$ cat src/rtl/walkpat_pkg.sv
package walkpat_pkg;
  typedef enum logic [2:0] {
    ST_IDLE,
    ST_FILL,
    ST_INV,
    ST_SCAN1,
    ST_RST,
    ST_SCAN2,
    ST_DRAIN
  } wp_state_e;
endpackage

$ cat src/rtl/walkpat_seq.sv
module walkpat_seq
  import walkpat_pkg::*;
#(
  parameter int AW = 8,
  parameter int DW = 8
) (
  input  logic          clk_i,
  input  logic          rst_ni,
  input  logic          start_i,
  input  logic [AW-1:0] base_i,
  input  logic [AW-1:0] len_i,
  input  logic          halt_i,
  output logic          accept_o,
  output logic          busy_o,
  output logic          done_o,
  output logic          req_o,
  output logic          we_o,
  output logic [AW-1:0] addr_o,
  output logic [DW-1:0] wdata_o,
  output logic [DW-1:0] exp_o,
  output logic          pass_o
);
  localparam logic [AW-1:0] ONE = AW'(1);

  wp_state_e     state_q;
  logic [AW-1:0] base_q, len_q, idx_q, cur_q;
  logic          pass_q, done_q;
  logic [DW-1:0] bg;
  logic          idle, idx_last, cur_last;

  assign bg       = {DW{pass_q}};
  assign idle     = (state_q == ST_IDLE);
  assign idx_last = (idx_q == len_q - ONE);
  assign cur_last = (cur_q == len_q - ONE);
  assign accept_o = start_i & idle;
  assign busy_o   = ~idle;
  assign done_o   = done_q;
  assign pass_o   = pass_q;

  always_comb begin
    req_o   = 1'b0;
    we_o    = 1'b0;
    addr_o  = base_q + idx_q;
    wdata_o = bg;
    exp_o   = bg;
    case (state_q)
      ST_FILL: begin
        req_o = 1'b1;
        we_o  = 1'b1;
      end
      ST_INV: begin
        req_o   = 1'b1;
        we_o    = 1'b1;
        addr_o  = base_q + cur_q;
        wdata_o = ~bg;
      end
      ST_SCAN1: begin
        req_o = 1'b1;
        exp_o = (idx_q == cur_q) ? ~bg : bg;
      end
      ST_RST: begin
        req_o  = 1'b1;
        we_o   = 1'b1;
        addr_o = base_q + cur_q;
      end
      ST_SCAN2: req_o = 1'b1;
      default: ;
    endcase
  end

  always_ff @(posedge clk_i or negedge rst_ni) begin
    if (!rst_ni) begin
      state_q <= ST_IDLE;
      base_q  <= '0;
      len_q   <= '0;
      idx_q   <= '0;
      cur_q   <= '0;
      pass_q  <= 1'b0;
      done_q  <= 1'b0;
    end else if (halt_i && !idle) begin
      state_q <= ST_IDLE;
      done_q  <= 1'b1;
    end else begin
      case (state_q)
        ST_IDLE: begin
          if (start_i) begin
            base_q <= base_i;
            len_q  <= len_i;
            idx_q  <= '0;
            cur_q  <= '0;
            pass_q <= 1'b0;
            if (len_i == '0) begin
              done_q <= 1'b1;
            end else begin
              done_q  <= 1'b0;
              state_q <= ST_FILL;
            end
          end
        end
        ST_FILL: begin
          if (idx_last) begin
            idx_q   <= '0;
            cur_q   <= '0;
            state_q <= ST_INV;
          end else begin
            idx_q <= idx_q + ONE;
          end
        end
        ST_INV: state_q <= ST_SCAN1;
        ST_SCAN1: begin
          if (idx_last) begin
            idx_q   <= '0;
            state_q <= ST_RST;
          end else begin
            idx_q <= idx_q + ONE;
          end
        end
        ST_RST: state_q <= ST_SCAN2;
        ST_SCAN2: begin
          if (idx_last) begin
            idx_q <= '0;
            if (!cur_last) begin
              cur_q   <= cur_q + ONE;
              state_q <= ST_INV;
            end else if (pass_q) begin
              state_q <= ST_DRAIN;
            end else begin
              pass_q  <= 1'b1;
              state_q <= ST_FILL;
            end
          end else begin
            idx_q <= idx_q + ONE;
          end
        end
        ST_DRAIN: begin
          state_q <= ST_IDLE;
          done_q  <= 1'b1;
        end
        default: state_q <= ST_IDLE;
      endcase
    end
  end
endmodule

$ cat src/rtl/walkpat_cmp.sv
module walkpat_cmp #(
  parameter int AW = 8,
  parameter int DW = 8
) (
  input  logic          clk_i,
  input  logic          rst_ni,
  input  logic          clr_i,
  input  logic          rd_i,
  input  logic [AW-1:0] rd_addr_i,
  input  logic [DW-1:0] rd_exp_i,
  input  logic          rd_pass_i,
  input  logic [DW-1:0] rdata_i,
  output logic          mismatch_o,
  output logic          fail_o,
  output logic [AW-1:0] fail_addr_o,
  output logic [DW-1:0] fail_exp_o,
  output logic [DW-1:0] fail_act_o,
  output logic          fail_pass_o
);
  // tag of the read in flight, aligned with rdata_i
  logic          vld_q, pass_q;
  logic [AW-1:0] addr_q;
  logic [DW-1:0] exp_q;
  logic          fail_q;

  assign mismatch_o = vld_q & ~fail_q & ~clr_i & (rdata_i != exp_q);
  assign fail_o     = fail_q;

  always_ff @(posedge clk_i or negedge rst_ni) begin
    if (!rst_ni) begin
      vld_q  <= 1'b0;
      addr_q <= '0;
      exp_q  <= '0;
      pass_q <= 1'b0;
    end else begin
      vld_q  <= rd_i;
      addr_q <= rd_addr_i;
      exp_q  <= rd_exp_i;
      pass_q <= rd_pass_i;
    end
  end

  always_ff @(posedge clk_i or negedge rst_ni) begin
    if (!rst_ni) begin
      fail_q      <= 1'b0;
      fail_addr_o <= '0;
      fail_exp_o  <= '0;
      fail_act_o  <= '0;
      fail_pass_o <= 1'b0;
    end else if (clr_i) begin
      fail_q      <= 1'b0;
      fail_addr_o <= '0;
      fail_exp_o  <= '0;
      fail_act_o  <= '0;
      fail_pass_o <= 1'b0;
    end else if (mismatch_o) begin
      fail_q      <= 1'b1;
      fail_addr_o <= addr_q;
      fail_exp_o  <= exp_q;
      fail_act_o  <= rdata_i;
      fail_pass_o <= pass_q;
    end
  end
endmodule

$ cat src/rtl/walkpat_engine.sv
module walkpat_engine #(
  parameter int AW = 8,
  parameter int DW = 8
) (
  input  logic          clk_i,
  input  logic          rst_ni,
  input  logic          start_i,
  input  logic [AW-1:0] base_i,
  input  logic [AW-1:0] len_i,
  output logic          busy_o,
  output logic          done_o,
  output logic          fail_o,
  output logic [AW-1:0] fail_addr_o,
  output logic [DW-1:0] fail_exp_o,
  output logic [DW-1:0] fail_act_o,
  output logic          fail_pass_o,
  output logic          mem_req_o,
  output logic          mem_we_o,
  output logic [AW-1:0] mem_addr_o,
  output logic [DW-1:0] mem_wdata_o,
  input  logic [DW-1:0] mem_rdata_i
);
  logic          accept, mismatch, rd_pass;
  logic [DW-1:0] rd_exp;

  walkpat_seq #(.AW(AW), .DW(DW)) u_seq (
    .clk_i    (clk_i),
    .rst_ni   (rst_ni),
    .start_i  (start_i),
    .base_i   (base_i),
    .len_i    (len_i),
    .halt_i   (mismatch),
    .accept_o (accept),
    .busy_o   (busy_o),
    .done_o   (done_o),
    .req_o    (mem_req_o),
    .we_o     (mem_we_o),
    .addr_o   (mem_addr_o),
    .wdata_o  (mem_wdata_o),
    .exp_o    (rd_exp),
    .pass_o   (rd_pass)
  );

  walkpat_cmp #(.AW(AW), .DW(DW)) u_cmp (
    .clk_i       (clk_i),
    .rst_ni      (rst_ni),
    .clr_i       (accept),
    .rd_i        (mem_req_o & ~mem_we_o),
    .rd_addr_i   (mem_addr_o),
    .rd_exp_i    (rd_exp),
    .rd_pass_i   (rd_pass),
    .rdata_i     (mem_rdata_i),
    .mismatch_o  (mismatch),
    .fail_o      (fail_o),
    .fail_addr_o (fail_addr_o),
    .fail_exp_o  (fail_exp_o),
    .fail_act_o  (fail_act_o),
    .fail_pass_o (fail_pass_o)
  );
endmodule

$ cat config.mk
export PLATFORM = sky130hd
export DESIGN_NAME = walkpat_engine
export DESIGN_NICKNAME = d
export VERILOG_FILES = /design/src/rtl/walkpat_pkg.sv /design/src/rtl/walkpat_seq.sv /design/src/rtl/walkpat_cmp.sv /design/src/rtl/walkpat_engine.sv
export SDC_FILE = /design/constraint.sdc
export NUM_CORES = 1
export LEC_CHECK = 0
export BUFFER_PORTS_ARGS = -buffer_cell sky130_fd_sc_hd__buf_4
export CAP_MARGIN = 10
export CORE_MARGIN = 10
export CORE_UTILIZATION = 35
export CTS_CLUSTER_SIZE = 16
export DETAILED_ROUTE_END_ITERATION = 8
export PLACE_DENSITY = 0.54
export SETUP_SLACK_MARGIN = 0.1
export SLEW_MARGIN = 0
export SYNTH_ARGS = -nofsm -noshare
export SYNTH_HDL_FRONTEND = slang
export SYNTH_SLANG_ARGS = --single-unit
$ cat constraint.sdc
create_clock -name clk_i -period 3.9 [get_ports clk_i]
set_input_delay 0.78 -clock clk_i [delete_from_list [all_inputs] [get_ports clk_i]]
set_output_delay 0.78 -clock clk_i [all_outputs]
set_load 0.03 [all_outputs]
# == Yosys cells after proc, flatten, opt, wreduce, memory -nomap -nowiden ==
# Index checks and enable logic that the tools add are counted.
# classes
n_reduce_logical,19
n_eq_ne,20
addsub,5
bitwise,11
muxes,40
# ops
cell,count
$mux 8,15
$eq 8x8->1,3
$mux 3,8
$pmux 8 s3,1
$pmux 3 s6,1
$add 8x1->8 const B,2
$add 8x8->8,2
$pmux 8 s2,1
$mux 1,12
$reduce_and 5->1,2
$eq 3x3->1 const B,3
$ne 3x1->1 const B,3
$logic_not 8->1,1
$ne 8x8->1,1
$not 8->8,1
$sub 8x1->8 const B,1
$eq 3x2->1 const B,2
$ne 2x1->1 const B,3
$ne 3x3->1 const B,2
$reduce_and 3->1,2
$reduce_and 6->1,1
$reduce_bool 2->1,3
$reduce_bool 3->1,2
$reduce_or 3->1,2
11 further kinds,21
# word_totals
inputBits,27
wordCells,111
ff_bits,81

# == Depth between registers and ports, before layout ==
# logic_depth
word_depth,8
mapped_depth,14

# == Modules after synthesis ==
# A second synthesis with hierarchy kept.
# hier_totals
cells_unflattened,431
hier_area_um2,4660.7
# by_module_without_submodules
module,n_inst,area_per_inst_um2,seq_area_each_um2,cells_each
walkpat_seq,1,2950.3,925.9,317
walkpat_cmp,1,1696.6,1101.1,113
walkpat_engine,1,13.8,0.0,1

# == Worst setup path before layout ==
# No wires, ideal clock.
# synth_path
path_type,register to output
from,reg u_seq.state_q[2]
to,out mem_addr_o[7]
path_stages_with_launch,14
t_required_ps,3120
arrival_ps,3299
setup_slack_ps,-179
path_cell_list,dfrtp_1 -> clkbuf_1 -> nor2b_1 -> nor2_1 -> nor2_1 -> clkbuf_1 -> mux2_2 -> ha_1 -> a21o_1 -> a21oi_1 -> o21bai_1 -> a21oi_1 -> o21ai_0 -> xnor2_1
# synth_between
elab_chain_cells,3
elab_cells_between_ends,4
classes_between,2 x eq/ne; 1 x mux; 1 x reduce/logical
# synth_rtl
element,line,text
from (decl),walkpat_seq.sv:25,wp_state_e state_q;
from (signal assigned),walkpat_seq.sv:73,state_q <= ST_IDLE;
from (signal assigned),walkpat_seq.sv:81,state_q <= ST_IDLE;
from (signal assigned),walkpat_seq.sv:96,state_q <= ST_FILL;
$eq 3x2->1 or $eq 3x3->1 (tied branches),walkpat_seq.sv:46,case (state_q)
$reduce_or 2->1 (no source line) *,--,
$mux 8 *,--,
to (decl),walkpat_engine.sv:19,"output logic [AW-1:0] mem_addr_o,"
# Every way passes the cells marked *; elsewhere a longest branch is shown, timed or not.

# == Worst setup path in the final report ==
# layout_path
from,reg u_seq.state_q[2]
to,out mem_addr_o[6]
# Same word-level chain as after synthesis.

==> flow_summary.yaml <==
worst_setup_path:
  crit_type: "register to output port"
  end_kind: "output port"
  cp.required_ns: 3.12
  cp-start-kind: "register"
  slowest_delay_ns: 0.43
  path_max_fanout: 3
  slowest_stage: "dfrtp_1"
  crit_arrival_ns: 2.99
  path_cells: "nor2b_4 > nor2_4 > nor2_4 > mux2_4 > ha_4 > fa_2 > a21oi_2 > nor2_1 > nor2_2 > o21bai_1 > a21oi_1 > xnor2_1 > buf_4"
  crit_top_cell: "nor2_4"
clock_tree:
  clockRootBuffer: "clkbuf_16"
  worstSkewPairLatency_ns: 0.33
  htreeDepth: 3
  cts.sinks: 67
  clockBufferDepth: 2
  cts_buffers: 9
  tritoncts: "yes"
  path_clk_slew_ns: 0.05
synth:
  synth_top_cell_by_area: "dfrtp_1"
  synth_top_cells_by_count: "nand2_1, dfrtp_1, clkbuf_1, nor2_1, nand3_1"
  synth_cell_types: 55
  synth_top_area_frac: 0.4239
  ys_ff_latch: 67
  yosysMostFrequentCell: "nand2_1"
  synth_warnings: 0
  netlist_area_um2: 3955
  async_flop_share: 1.000
  syn_area_per_cell_um2: 8.789
  syn-num-nets: 488
  ys_seq_area_frac: 0.4239
  syn-instance-count: 450
  synthFlopType: "dfrtp_1"
  synth_edf_count: 0
  ys_top_cells_by_area: "dfrtp_1, nand2_1, xor2_1"
timing:
  fmax_mhz: 265.4
  rsz0062_at_grt: "yes"
  setup_viol: 0
  fin_crit_sh: 0.9663
  finalWorstSetupSlack_ns: 0.1314
  worstMarginPinSlew_ns: 1.110
  slew_violations: 0
  period_needed_ns: 3.769
  clock_skew_ns: 0.008058
  slew_headroom: 0.2595
  hold_viol_final: 0
  hold_slack_ns: 0.4346
  tns_ns: 0
power:
  p_leak_nw: 2.520
  p_total_mw: 4.282
  vdd_drop_max_mv: 0.4012
  p_per_area_nw_per_um2: 852.8
detailed_routing:
  dr.pass1.iters: 4
  wl_per_cell_um: 16.74
  via_per_inst: 5.136
  antenna_left: 0
  drc: 0
  vias: 3390
  initialDrtViolationCount: 220
  wirelength_um: 11050
placed_design:
  place_inst: 631
  numPortBuffers: 72
  place_area_um2: 4551
  dp_worst_setup_slack_ns: 0.1691
  globalplace.congestion: 0.8252
  dp_hpwl_um: 8014
floorplan:
  rows: 38
  fp.coreArea_um2: 10940
  start_util: 0.3617
  io_pins: 73
  die-height_um: 126.3
  die-area_um2: 15950
  chipWidth_um: 126.3
final_layout:
  antenna_cells: 0
  drive_above_1_share: 0.2596
  multi_input_area_um2: 2097
  stdcell_area_um2: 5021
  stdcell_count: 660
  final_util: 0.4592
  syn_to_final_growth_pct: 26.95
  seqCellArea_um2: 1677
  nets: 554
  fillers: 1085
job:
  max_cap_viol_count: 0
global_route:
  antenna_found_initial: 0
  grt_pass1_wl_um: 17780
  grtUsageTotal: 0.1353
  grt_remaining_overflow: 0
  grt_pass1_vias: 3388
  grt_max_degree: 68
hold_path:
  hp-class: "register to register"
status:
  status: "finished, final reports clean"
[area by class of cell]
cell class / count / area share
tap: 140 / 0.03489
inverter: 15 / 0.01121
multi-input combinational: 326 / 0.4176
timing repair buffer: 97 / 0.1458
sequential: 67 / 0.3339
clock inverter: 5 / 0.01096
clock buffer: 10 / 0.04560
[layer usage]
metal / global-route usage / wire length, µm
met1: 0.1711 / 4932
met2: 0.2205 / 5345
met3: 0.03207 / 614
met4: 0.04889 / 154
met5: 0 / 0
[worst paths after layout]
path	startpoint	end	slack, ns	cells past startpoint
setup / recovery	u_seq.state_q[2]	mem_addr_o[6]	0.13	13
min in group asynchronous	rst_ni	u_seq.len_q[5]	0.54	1
max in group asynchronous	rst_ni	u_seq.len_q[3]	2.74	1
setup reg to reg	u_seq.len_q[0]	u_seq.state_q[2]	0.82	9
hold / removal	u_cmp.addr_q[0]	u_cmp.fail_addr_o[0]	0.43	2
hold reg to reg	u_cmp.addr_q[0]	u_cmp.fail_addr_o[0]	0.43	2
[cells in the final DEF (no fill, tap or decap), types with 11 or more instances in the layout]
cell and n:
dfrtp_1 67, nor2_1 22, inv_1 15, xor2_1 18, o21ai_0 15, buf_4 96, nand2_1 99, a21oi_1 13
nand3_1 23, xnor2_1 11
[cells by family (layout without fill, tap and decap cells)]
kind of cell / after synthesis / count (layout) / synth area share
AOI/OAI and AO/OA: 70 / 70 / 0.1196
DFF: 67 / 67 / 0.4239
adders and majority gates: 12 / 12 / 0.03923
and+or+nand+nor: 205 / 205 / 0.2480
muxes: 5 / 5 / 0.01360
xor gates and xnor gates: 34 / 34 / 0.08573
buffers and inverters: 57 / 127 / 0.06991
[power by group]
group / switching (mW) / total, mW / internal [mW]
Clock: 0.287 / 0.776 / 0.488
Combinational: 1.39 / 2.34 / 0.954
Sequential: 0.227 / 1.17 / 0.939
[repair_timing]
item / 4_1_cts / 5_1_grt
setup buffers: 11 / 3
pin swaps: 4 / 14
setup endpoints to repair: 4 / 4
hold buffers: 0 / 0
gates resized for setup: 5 / 17
[critical path, delay by kind of cell (launching register included)]
kind	cells	cell delay, ns
simple gates	5	0.54
flops	1	0.43
xor+xnor	1	0.16
fa+ha+maj	2	0.58
mux	1	0.32
compound gates	3	0.42
buf+inv	1	0.19
[state kept, by name, indices dropped and copies added, names as in the netlist, 3 cells and up]
register	flops
u_cmp.addr_q	8
u_cmp.fail_act_o	8
u_cmp.fail_addr_o	8
u_seq.base_q	8
u_seq.cur_q	8
u_seq.idx_q	8
u_seq.len_q	8
u_seq.state_q	3
(Power assumes the default switching activity.)
